File: src/rtl/dha_pkg.sv
package dha_pkg;
    typedef enum logic [1:0] {
        ST_IDLE = 2'd0,
        ST_ASK  = 2'd1,
        ST_XFER = 2'd2,
        ST_GIVE = 2'd3
    } dha_state_e;
endpackage

File: src/rtl/dha_ctrl_regs.sv
module dha_ctrl_regs #(
    parameter int LVL_W = 5
) (
    input  logic             clk,
    input  logic             rst_n,
    input  logic             reg_we,
    input  logic             reg_addr,
    input  logic [LVL_W-1:0] reg_wdata,
    input  logic             irq_valid,
    input  logic [LVL_W-1:0] irq_level,
    output logic             hold
);
    localparam logic [LVL_W-1:0] THR_RESET = {LVL_W{1'b1}};

    logic [LVL_W-1:0] thr_q;
    logic [LVL_W-1:0] swhold_q;

    always_ff @(posedge clk or negedge rst_n) begin
        if (!rst_n) begin
            thr_q    <= THR_RESET;
            swhold_q <= '0;
        end else if (reg_we) begin
            if (reg_addr == 1'b0) thr_q    <= reg_wdata;
            else                  swhold_q <= reg_wdata;
        end
    end

    always_comb begin
        hold = (irq_valid && (irq_level < thr_q)) || (swhold_q != '0);
    end


    thr_write_chk: assert property (@(posedge clk) disable iff (!rst_n)
        (reg_we && reg_addr == 1'b0) |=> thr_q == $past(reg_wdata));

    swhold_write_chk: assert property (@(posedge clk) disable iff (!rst_n)
        (reg_we && reg_addr == 1'b1 && reg_wdata != '0) |=> hold);
endmodule

File: src/rtl/dha_prio_pick.sv
module dha_prio_pick #(
    parameter int NCH = 8
) (
    input  logic [NCH-1:0] req,
    output logic [NCH-1:0] pick
);
    logic [NCH:0] blocked;
    assign blocked[0] = 1'b0;

    for (genvar i = 0; i < NCH; i++) begin : g_chain
        assign pick[i]      = req[i] & ~blocked[i];
        assign blocked[i+1] = blocked[i] | req[i];
    end
endmodule

File: src/rtl/dha_seq_fsm.sv
module dha_seq_fsm
    import dha_pkg::*;
#(
    parameter int NCH = 8
) (
    input  logic           clk,
    input  logic           rst_n,
    input  logic           any_req,
    input  logic [NCH-1:0] pick,
    input  logic           hold,
    input  logic           bus_ack,
    input  logic           xfer_done,
    input  logic           xfer_last,
    output logic           bus_req,
    output logic [NCH-1:0] grant,
    output logic           xfer_active
);
    dha_state_e     state_q, state_d;
    logic [NCH-1:0] grant_q, grant_d;

    always_comb begin
        state_d = state_q;
        grant_d = grant_q;
        unique case (state_q)
            ST_IDLE: if (any_req && !hold) state_d = ST_ASK;
            ST_ASK: begin
                if (hold) begin
                    state_d = ST_GIVE;
                end else if (bus_ack) begin
                    if (any_req) begin
                        state_d = ST_XFER;
                        grant_d = pick;
                    end else begin
                        state_d = ST_GIVE;
                    end
                end
            end
            ST_XFER: begin
                if (xfer_done && (xfer_last || hold)) begin
                    state_d = ST_GIVE;
                    grant_d = '0;
                end
            end
            ST_GIVE: if (!bus_ack) state_d = ST_IDLE;
            default: state_d = ST_IDLE;
        endcase
    end

    always_ff @(posedge clk or negedge rst_n) begin
        if (!rst_n) begin
            state_q <= ST_IDLE;
            grant_q <= '0;
        end else begin
            state_q <= state_d;
            grant_q <= grant_d;
        end
    end

    always_comb begin
        bus_req     = (state_q == ST_ASK) || (state_q == ST_XFER);
        xfer_active = (state_q == ST_XFER);
        grant       = xfer_active ? grant_q : '0;
    end


    grant_onehot_chk: assert property (@(posedge clk) disable iff (!rst_n)
        xfer_active |-> $onehot(grant));

    grant_hold_chk: assert property (@(posedge clk) disable iff (!rst_n)
        (xfer_active && !xfer_done) |=> xfer_active && $stable(grant));

    give_gap_chk: assert property (@(posedge clk) disable iff (!rst_n)
        $fell(xfer_active) |-> !bus_req);

    suspend_chk: assert property (@(posedge clk) disable iff (!rst_n)
        (xfer_active && xfer_done && hold) |=> !xfer_active);

    idle_hold_chk: assert property (@(posedge clk) disable iff (!rst_n)
        (state_q == ST_IDLE && hold) |=> !bus_req);

    ack_first_chk: assert property (@(posedge clk) disable iff (!rst_n)
        $rose(xfer_active) |-> $past(bus_ack));
endmodule

File: src/rtl/dma_hold_arbiter.sv
module dma_hold_arbiter #(
    parameter int NCH   = 8,
    parameter int LVL_W = 5
) (
    input  logic             clk,
    input  logic             rst_n,
    input  logic [NCH-1:0]   chan_req,
    input  logic             xfer_done,
    input  logic             xfer_last,
    input  logic             irq_valid,
    input  logic [LVL_W-1:0] irq_level,
    input  logic             reg_we,
    input  logic             reg_addr,
    input  logic [LVL_W-1:0] reg_wdata,
    input  logic             bus_ack,
    output logic             bus_req,
    output logic [NCH-1:0]   grant,
    output logic             xfer_active
);
    localparam logic [NCH-1:0] ONE = {{(NCH-1){1'b0}}, 1'b1};

    logic           hold;
    logic [NCH-1:0] pick;

    dha_ctrl_regs #(.LVL_W(LVL_W)) i_regs (
        .clk(clk), .rst_n(rst_n), .reg_we(reg_we), .reg_addr(reg_addr),
        .reg_wdata(reg_wdata), .irq_valid(irq_valid), .irq_level(irq_level),
        .hold(hold)
    );

    dha_prio_pick #(.NCH(NCH)) i_pick (
        .req(chan_req), .pick(pick)
    );

    dha_seq_fsm #(.NCH(NCH)) i_fsm (
        .clk(clk), .rst_n(rst_n), .any_req(|chan_req), .pick(pick),
        .hold(hold), .bus_ack(bus_ack), .xfer_done(xfer_done),
        .xfer_last(xfer_last), .bus_req(bus_req), .grant(grant),
        .xfer_active(xfer_active)
    );


    prio_order_chk: assert property (@(posedge clk) disable iff (!rst_n)
        $rose(xfer_active) |-> (((grant - ONE) & $past(chan_req)) == '0));
endmodule

File: config.mk
export PLATFORM = sky130hd
export DESIGN_NAME = dma_hold_arbiter
export DESIGN_NICKNAME = d
export VERILOG_FILES = /design/src/rtl/dha_pkg.sv /design/src/rtl/dha_ctrl_regs.sv /design/src/rtl/dha_prio_pick.sv /design/src/rtl/dha_seq_fsm.sv /design/src/rtl/dma_hold_arbiter.sv
export SDC_FILE = /design/constraint.sdc
export NUM_CORES = 1
export LEC_CHECK = 0
export CAP_MARGIN = 20
export CELL_PAD_IN_SITES_DETAIL_PLACEMENT = 0
export CELL_PAD_IN_SITES_GLOBAL_PLACEMENT = 1
export CORE_UTILIZATION = 45
export DETAILED_ROUTE_END_ITERATION = 6
export DONT_BUFFER_PORTS = 1
export GPL_TIMING_DRIVEN = 0
export PLACE_DENSITY_LB_ADDON = 0.1
export SETUP_SLACK_MARGIN = 0.4
export SYNTH_ARGS = -nofsm -noshare
export SYNTH_HDL_FRONTEND = slang
export SYNTH_SLANG_ARGS = --single-unit
File: constraint.sdc
create_clock -name clk -period 2.9 [get_ports clk]
set_input_delay 0.435 -clock clk [delete_from_list [all_inputs] [get_ports clk]]
set_output_delay 0.435 -clock clk [all_outputs]
set_load 0.05 [all_outputs]
Yosys cells after proc, flatten, opt, wreduce, memory -nomap -nowiden
Cells that the tools add are included.

Flip-flop bits (word level): 20. Word-level logic and storage cells: 64.

$lt $le $gt $ge: 1. Eq/ne operators: 10. Mux-type cells: 13. Bitwise gates (word level): 21. Reduce and logical (&&, ||, !) cells: 15.

Operators by type and width (count): 2-to-1 mux 8 bit (5); case mux 8 bit (2 select lines) (1); 2-to-1 mux 2 bit (5); NOT 1 bit (8); case mux 2 bit (4 select lines) (1); OR reduction 8 bit (1); bitwise AND 1 bit (7); != test 2 x 1 -> 1 bit, second input constant (3); != test 2 bit, second input constant (3); bitwise OR 1 bit (6); less-than comparator 5 bit (1); AND reduction 5 bit (1); nonzero test 5 bit (1); equality test 2 bit, second input constant (2); AND reduction 2 bit (2); AND reduction 4 bit (1); logical AND 1 bit (3); logical OR 1 bit (3); != test 3 x 2 -> 1 bit, second input constant (1); equality test 2 x 1 -> 1 bit, second input constant (1); zero test 2 bit (1); nonzero test 2 bit (1); zero test 1 bit (1); 2-to-1 mux 1 bit (1).

Logic depth before layout (Yosys ltp)
Gate-level depths: netlist (run 1).

Depth in word-level cells: 12. Gate-level depth with buffers: 8.

Hierarchy
A second synthesis (run 1) with hierarchy kept.

Cell total of the unflattened synthesis: 123. Area, all modules: 1256.2 um^2.

Modules (own cells, without submodules): dha_seq_fsm (times used 1, cells each 65, area an instance 664.4 um^2, sequential area each 250.2 um^2); dha_ctrl_regs (times used 1, cells each 44, area an instance 491.7 um^2, sequential area each 256.5 um^2); dha_prio_pick (times used 1, cells each 11, area an instance 83.8 um^2, sequential area each 0.0 um^2); dma_hold_arbiter (times used 1, cells each 3, area an instance 16.3 um^2, sequential area each 0.0 um^2).

Least setup slack after synthesis (run 1)
No wires, ideal clock.

Path type: register to output. Start point: reg i_fsm.state_q[0]. End point: out grant[1]. Data arrival time: 1.907 ns. Slack: 0.558 ns. Stages on the path, launching flop included: 5. Buffers on the path: 0. Cells stage by stage: dfrtp_1 > inv_1 > ha_1 > inv_1 > nor2_1.

Cells in the longest elaborated chain, start to end: 2.

RTL lines: start: declaration (line dha_seq_fsm.sv:18) `dha_state_e state_q, state_d;`; start signal: assignment (line dha_seq_fsm.sv:54) `state_q <= state_d;`; equality test 2 bit (line dha_seq_fsm.sv:61) `xfer_active = (state_q == ST_XFER);`; via xfer_active (line dma_hold_arbiter.sv:18) `output logic xfer_active`; 2-to-1 mux 8 bit (line dha_seq_fsm.sv:62) `grant = xfer_active ? grant_q : '0;`; end: declaration (line dma_hold_arbiter.sv:17) `output logic [NCH-1:0] grant,`.

The timed path passes the listed nets, and every way through them passes these cells.

Worst setup path after layout (run 1)
Ends and elaborated chain as after synthesis.

==> summary.txt, run 1 <==
Synth
  – Post-synth ARST share: 100.0%
  – Dominant synthesized flop cell: dfrtp_1
  – Synth area leader: dfrtp_1
  – Post-synth EDFFs: 0
  – Post-synthesis cell count: between 100 and 150
  – Post-synth net total: 151
  – Mapped Area: 0.001245 mm2
  – Mean post-synth cell area: around 11 um2
  – Synthesis Warnings: 0
  – Synth Register Bits: 20
  – Library cells used by synthesis: 38
  – Sequential element share of the synthesized area: about 41%
  – Synth top area share: 30.15%
  – Area contributors post-synth: dfrtp_1 (30%), dfstp_2 (11%), ha_1 (9.0%), mux2_4 (7.2%), mux2_2 (5.4%)

Route
  – Top routing layer in use: met4
  – DRC viols: 0
  – ANT nets after route: 0
  – Met2 Wirelength: 1.107 mm
  – Vias per cell: between 5 and 6
  – DR WL/cell: 15.05 um
  – WL met3: roughly 180 um
  – Detailed Routing Iterations Pass 1: 4
  – Starting DRC count in detailed routing: 5
  – Wire length on met1: 970 um
  – Drt total wl: about 2.3 mm
  – Vias: 871

Hold path
  – Worst hold path class: input port to register
  – Min-Delay Path Depth: 2
  – Hold wc startpoint: reg_wdata[2]
  – Hold EP: i_regs.thr_q[2]

Die
  – DIE AREA: 0.002981 mm2
  – Chip width: approximately 55 um
  – I/O Pins: 36
  – Row Count: 18
  – Chip height: about 55 um
  – Initial Util: 48.92%
  – CORE AREA: about 0.0025 mm2

Pwr
  – Switching part of the total: 39.29%
  – Comb pwr share: a little under half
  – PD cells: 823.1 mW/mm2
  – Pint: 680.2 uW
  – Sw Pwr: 440.2 uW
  – Power share of the sequential group: 34.3%
  – Peak supply drop: 0.6377 mV
  – Pleak: 0.0006287 uW
  – Clock power frac: about a fifth

Global routing
  – First-pass GRT wire length: 3.574 mm
  – Initial antenna violation count: 0
  – Largest net degree at the start of global routing: 21
  – Vias in the first global route: about 840
  – Total global-route track usage: 17.19%
  – Overflow after GRT: 0

Placement
  – PortBufs: 0
  – GPL Wtd Cong: 0.7280
  – DPL Wire Length: roughly 1.8 mm
  – Pre-CTS worst setup slack: 0.4024 ns

STA
  – Max Freq: 416.9 MHz
  – Final Hold Viols: 0
  – Relative slew slack: 39.01%
  – Fin Setup TNS: 0 ns
  – Pins over their slew limit: 0
  – RSZ-0062 raised after global routing: yes
  – Fin crit share: 82.72%
  – Clock Skews: 0.006654 ns
  – Slew @ Worst Pin: roughly 0.9 ns
  – Worst setup margin: 0.5011 ns
  – Min Clock Period, post-route: 2.399 ns
  – Final setup violation count: 0

Worst setup path
  – Worst R2R End: i_fsm.state_q[1]
  – Crit path buf inv count: 2
  – FF-to-FF setup slack: 0.60 ns
  – Crit-path cells: inv_1 -> ha_2 -> inv_1 -> nor2_2
  – Data arrival, critical path: 1.96 ns
  – Crit-path max FO: 5
  – Cell count of the worst reg-to-reg path: 8
  – Worst Path Required: 2.47 ns
  – Worst R2R Start: i_regs.thr_q[2]
  – Critical path's slowest cell: nor2_2
  – Critical Path Max Stage Delay: roughly 0.49 ns
  – Worst setup EP type: output port
  – Crit Path Class: register to output port
  – Crit path launch type: register
  – Most used cell, CP: inv_1
  – Largest delay contributor family on the critical path: simple AND/OR/NAND/NOR gates

Final layout
  – NumNets Final: 157
  – # fillers: about 250
  – Register Area: 506.7 um2
  – Layout cells sized above 1: 32.23%
  – Area growth syn-to-layout: 9.347%
  – N_diodes: 0
  – Multi-input logic area: 704.4 um2

CTS
  – H-tree depth: 1
  – Post-CTS setup buffer count: 0
  – Clk_lat worst skew: 0.30 ns
  – Worst-path clk slew: between 0.1 and 0.15 ns
  – Clock Path Buffers: 2
  – CTS tree: built
  – CTS sink count: 20
  – Root buffer cell: clkbuf_4
  – TritonCTS Buffers: 3

Run
  – Max_cap viols: 0

Status
  – Status: complete, no violations
==> cell type report <==
type                            instances  area share (%)
Buffer                                  2          0.6434
Clock buffer                            3           1.654
Clock inverter                          1           2.206
Inverter                               11           3.033
Multi-Input combinational cell         83           51.75
Sequential cell                        20           37.22
Tap cell                               30           2.757
Timing Repair Buffer                    1          0.7353
==> cells in the mapped netlist, drive strengths merged (2+ instances only) <==
| library cell | n |
|---|---|
| ha | 9 |
| nor2b | 2 |
| mux2i | 2 |
| dfrtp | 15 |
| mux2 | 13 |
| dfstp | 5 |
| and2 | 8 |
| nor3 | 3 |
| nand4 | 3 |
| o21ai | 8 |
| nor2 | 5 |
| nand2b | 2 |
| nand2 | 11 |
| inv | 11 |
| clkbuf | 2 |
==> power groups by stage <==
stage	registers (uW)	clock network [uW]	logic (uW)
5_1_grt	393	250	559
2_1_floorplan	379	0	434
4_1_cts	384	240	507
6_report	385	230	506
3_5_place_dp	389	0	490
3_3_place_gp	387	0	485
==> state kept, by name, indices dropped and copies added, names as in the netlist <==
signal           cells
i_fsm.grant_q        8
i_regs.swhold_q      5
i_regs.thr_q         5
i_fsm.state_q        2
==> kinds of logic (layout without fill, tap and decap cells) <==
group	Yosys count	count (layout)	synth area share [%]
simple gates	43	43	22.01
fa+ha+maj	9	9	9.045
mux	15	15	15.18
compound gates	16	16	9.147
flops	20	20	40.70
buf+inv	13	18	3.920
==> placed cells by master (no fill, tap or decap), types with 2 or more instances in the layout <==
cell      count
o21ai_0       8
mux2_2        6
dfrtp_1      15
ha_1          8
nor2_2        3
inv_1        11
nand2b_1      2
nand4_1       3
clkbuf_4      3
dfstp_2       5
and2_2        7
mux2i_1       2
mux2_4        6
nand2_1      10
nor2b_1       2
nor2_1        2
nor3_1        2
==> routing by layer <==
layer	up-vias	global-route usage (%)
met1	422	21.13
met4	0	5.128
met3	2	3.889
met2	32	29.52
li1	415	-
met5	-	0
==> worst register-to-register path: cells and delay by family (launching register included) <==
kind / cells / cell delay [ns]
buf+inv: 1 / 0.04
fa+ha+maj: 1 / 0.28
mux: 1 / 0.33
flops: 1 / 0.54
simple gates: 1 / 0.13
compound gates: 4 / 0.88
==> timing repair <==
item                       4_1_cts  5_1_grt
hold buffers                     1        0
resized for setup                9        3
pin swaps                        0        0
hold endpoints to repair        20        0
setup endpoints to repair        8        9
==> how the worst max path moves through the flow <==
stage,start,end,slack [ns],cells after the start
floorplan,i_fsm.state_q[0],grant[1],0.56,4
global placement,i_fsm.state_q[0],grant[1],0.39,4
detailed placement,i_fsm.state_q[0],grant[1],0.40,4
CTS,i_fsm.state_q[0],grant[0],0.41,4
global route,i_fsm.state_q[0],grant[1],0.38,4
finish,i_fsm.state_q[0],grant[1],0.50,4
==> stage by stage <==
step	hold slack (ns)	std cells	area, um2	power [uW]	utilization, %
final	0.2312	151	1361	1120	53.49
after global routing	0.2252	151	1361	1202	53.49
after CTS	0.2244	151	1360	1132	53.44
after detailed placement	0.1400	146	1282	879.4	50.39
after global placement	0.1400	146	1282	871.9	50.39
after floorplan	0.1394	116	1245	813.5	-
(Power assumes the default switching activity.)
==> run 2: changes to the inputs <==
--- a/config.mk
+++ b/config.mk
@@ -8,7 +8,7 @@
 export CAP_MARGIN = 20
 export CELL_PAD_IN_SITES_DETAIL_PLACEMENT = 0
 export CELL_PAD_IN_SITES_GLOBAL_PLACEMENT = 1
-export CORE_UTILIZATION = 45
+export CORE_UTILIZATION = 42
 export DETAILED_ROUTE_END_ITERATION = 6
 export DONT_BUFFER_PORTS = 1
 export GPL_TIMING_DRIVEN = 0
==> constraint.sdc (replaced) <==
create_clock -name clk -period 2 [get_ports clk]
set_input_delay 0.3 -clock clk [delete_from_list [all_inputs] [get_ports clk]]
set_output_delay 0.3 -clock clk [all_outputs]
set_load 0.05 [all_outputs]
==> run 2 against run 1 <==
  * The run now ends with setup timing left
  * Non-clock buffer count rose by 9
  * Hold slack got worse by 0.13 ns
  * Sequential share of layout area fell by 5.2 points
  * Sequential power rose by 46%
  * Clock-buffer cell count did not move
  * Power rose by 79%
  * Final cell count rose by 6.6%
  * Sequential cell count did not move
  * First-iteration DRC count rose to 3.2 times the previous value
  * Largest power group unchanged
==> summary.txt, run 2 (synthesis gave the netlist of run 1 again) <==
Placement
  – Dpl cells: 147
  – GPL Wtd Cong: ~0.7
  – Pre-CTS worst setup slack: -0.3546 ns
  – PortBufs: 0
  – Placed Instance Area: 0.001333 mm2
  – DPL Wire Length: approximately 1.9 mm

CTS
  – CTS tree: built
  – Worst-path clk slew: 0.12 ns
  – Clk_lat worst skew: around 0.30 ns
  – CTS sink count: 20
  – H-tree depth: 1
  – TritonCTS Buffers: 3
  – Clock Path Buffers: 2
  – Root buffer cell: clkbuf_4

Worst setup path
  – Critical Path Max Stage Delay: approximately 0.55 ns
  – Critical path's slowest cell: dfstp_2
  – Crit-path max FO: 4
  – Data arrival, critical path: approximately 2.4 ns
  – Crit Path Class: register to register
  – Worst setup EP type: register
  – Worst Path Required: 2.20 ns
  – Crit-path cells: inv_2 -> ha_4 -> a21o_1 -> a31oi_4 -> o21a_4 -> o21ai_1 -> nand4_1 -> mux2_4
  – Crit path launch type: register

Global routing
  – Overflow after GRT: 0
  – Vias in the first global route: 971
  – Initial antenna violation count: 0
  – Total global-route track usage: 16.77%
  – Largest net degree at the start of global routing: 21
  – First-pass GRT wire length: 4.098 mm

Final layout
  – Commonest cells after routing, fill and taps aside: dfrtp_1 (15), nand2_1 (10)
  – Layout cells sized above 1: 46.15%
  – Fin util: between 50 and 60%
  – Final Cell Area: approximately 0.0016 mm2
  – Max FFs per register: 8
  – Largest registers: i_fsm.grant_q (8), i_regs.swhold_q (5), i_regs.thr_q (5)
  – Reg with most FFs: i_fsm.grant_q
  – NumNets Final: 166
  – Commonest non-fill, non-tap cell in the layout: dfrtp_1
  – Final non-filler cell total: about 160
  – Area growth syn-to-layout: 26.94%
  – N_diodes: 0

Die
  – CORE AREA: 0.002781 mm2
  – Chip width: 56.45 um
  – Initial Util: 44.76%
  – I/O Pins: 36
  – DIE AREA: 0.003186 mm2
  – Chip height: between 50 and 60 um
  – Row Count: 19

Pwr
  – Peak supply drop: ~0.98 mV
  – Pint: 1239 uW
  – Clock power frac: around 17%
  – Comb pwr share: 55.2%
  – Sw Pwr: 762.2 uW
  – PD cells: approximately 1300 mW/mm2
  – Pleak: 0.0006945 uW
  – Switching part of the total: between 30% and 40%
  – Design Power: 2001 uW
  – Power share of the sequential group: 28.2%

Status
  – Status: finished with violations
  – Failing checks: setup timing

STA
  – Clock Skews: 0.002609 ns
  – Pins over their slew limit: 0
  – Final setup violation count: 10
  – Final Hold Viols: 0
  – Relative slew slack: 37.33%
  – Slew @ Worst Pin: 0.9370 ns
  – Fin crit share: 108.1%
  – Worst setup margin: -0.1629 ns
  – Max Freq: roughly 460 MHz
  – RSZ-0062 raised after global routing: yes
  – Min Clock Period, post-route: 2.163 ns

Route
  – DRC viols: 0
  – Detailed Routing Iterations Pass 1: 4
  – Starting DRC count in detailed routing: 16
  – Drt total wl: 2.570 mm
  – Vias per cell: 5.671
  – ANT nets after route: 0
  – Vias: 913
  – DR WL/cell: 15.96 um

Hold path
  – Worst hold path class: input port to register

Run
  – Max_cap viols: 0
==> run 2: changes by cell type in the layout (fill, tap and decap cells not counted), moves of 3 or more <==
| cell | delta |
|---|---|
| ha_4 | +4 |
| inv_2 | +3 |
| buf_4 | +5 |
| buf_6 | +4 |
| and2_2 | -6 |
| ha_1 | -3 |
| and2_4 | +7 |
| inv_1 | -4 |
==> run 2: final timing paths <==
kind / startpoint / end / slack, ns / cells past startpoint
max in group asynchronous: rst_n / i_fsm.grant_q[6] / 0.86 / 1
max reg2reg: i_regs.thr_q[2] / i_fsm.state_q[1] / -0.16 / 8
max: i_regs.thr_q[2] / i_fsm.state_q[1] / -0.16 / 8
min reg2reg: i_regs.thr_q[4] / i_regs.thr_q[4] / 0.52 / 2
min: reg_wdata[4] / i_regs.thr_q[4] / 0.10 / 2
min in group asynchronous: rst_n / i_regs.swhold_q[2] / 0.57 / 1
==> run 2: critical path, delay by kind of cell, from the launching register on <==
kind	cells	cell delay [ns]
flops	1	0.55
buf+inv	1	0.05
mux	1	0.34
fa+ha+maj	1	0.27
compound gates	4	0.64
simple gates	1	0.21
==> run 2: timing repair <==
| action | 4_1_cts | 5_1_grt |
|---|---|---|
| endpoints found under the hold margin | 20 | 0 |
| resized for setup | 16 | 9 |
| setup buffers | 6 | 3 |
| pin swaps | 5 | 3 |
| endpoints found under the setup margin | 19 | 19 |
| hold buffers | 1 | 0 |
==> run 2: layout make-up <==
type | count | area, um2
plain buffers | 2 | 18.77
clock buffers | 3 | 22.52
clock inverters | 1 | 30.03
fillers | 256 | 1201
inverters | 11 | 46.29
multi-input cells | 83 | 824.5
flip-flops and latches | 20 | 506.7
well taps | 31 | 38.79
repair buffers | 10 | 92.59
==> run 2: stage by stage <==
stage	hold slack [ns]	TNS, ns
after floorplan	0.004409	-0.3756
after global placement	0.004967	-2.649
after detailed placement	0.005199	-2.775
after CTS	0.08739	-1.349
after global routing	0.09618	-1.855
final	0.1021	-0.9749
==> run 2: layer usage <==
metal	part of all wire (%)	vias to the layer above	global-route usage, %
li1	-	434	-
met5	0	-	0
met3	4.9	2	3.226
met2	52	26	31.09
met1	42	451	19.12
met4	0.74	0	5.226
==> run 2: power groups by stage <==
stage / clock network (uW) / logic [uW] / registers, uW
after global routing: 361 / 1190 / 573
after global placement: 0 / 749 / 569
after CTS: 348 / 997 / 563
final: 333 / 1100 / 564
after floorplan: 0 / 680 / 557
after detailed placement: 0 / 765 / 574
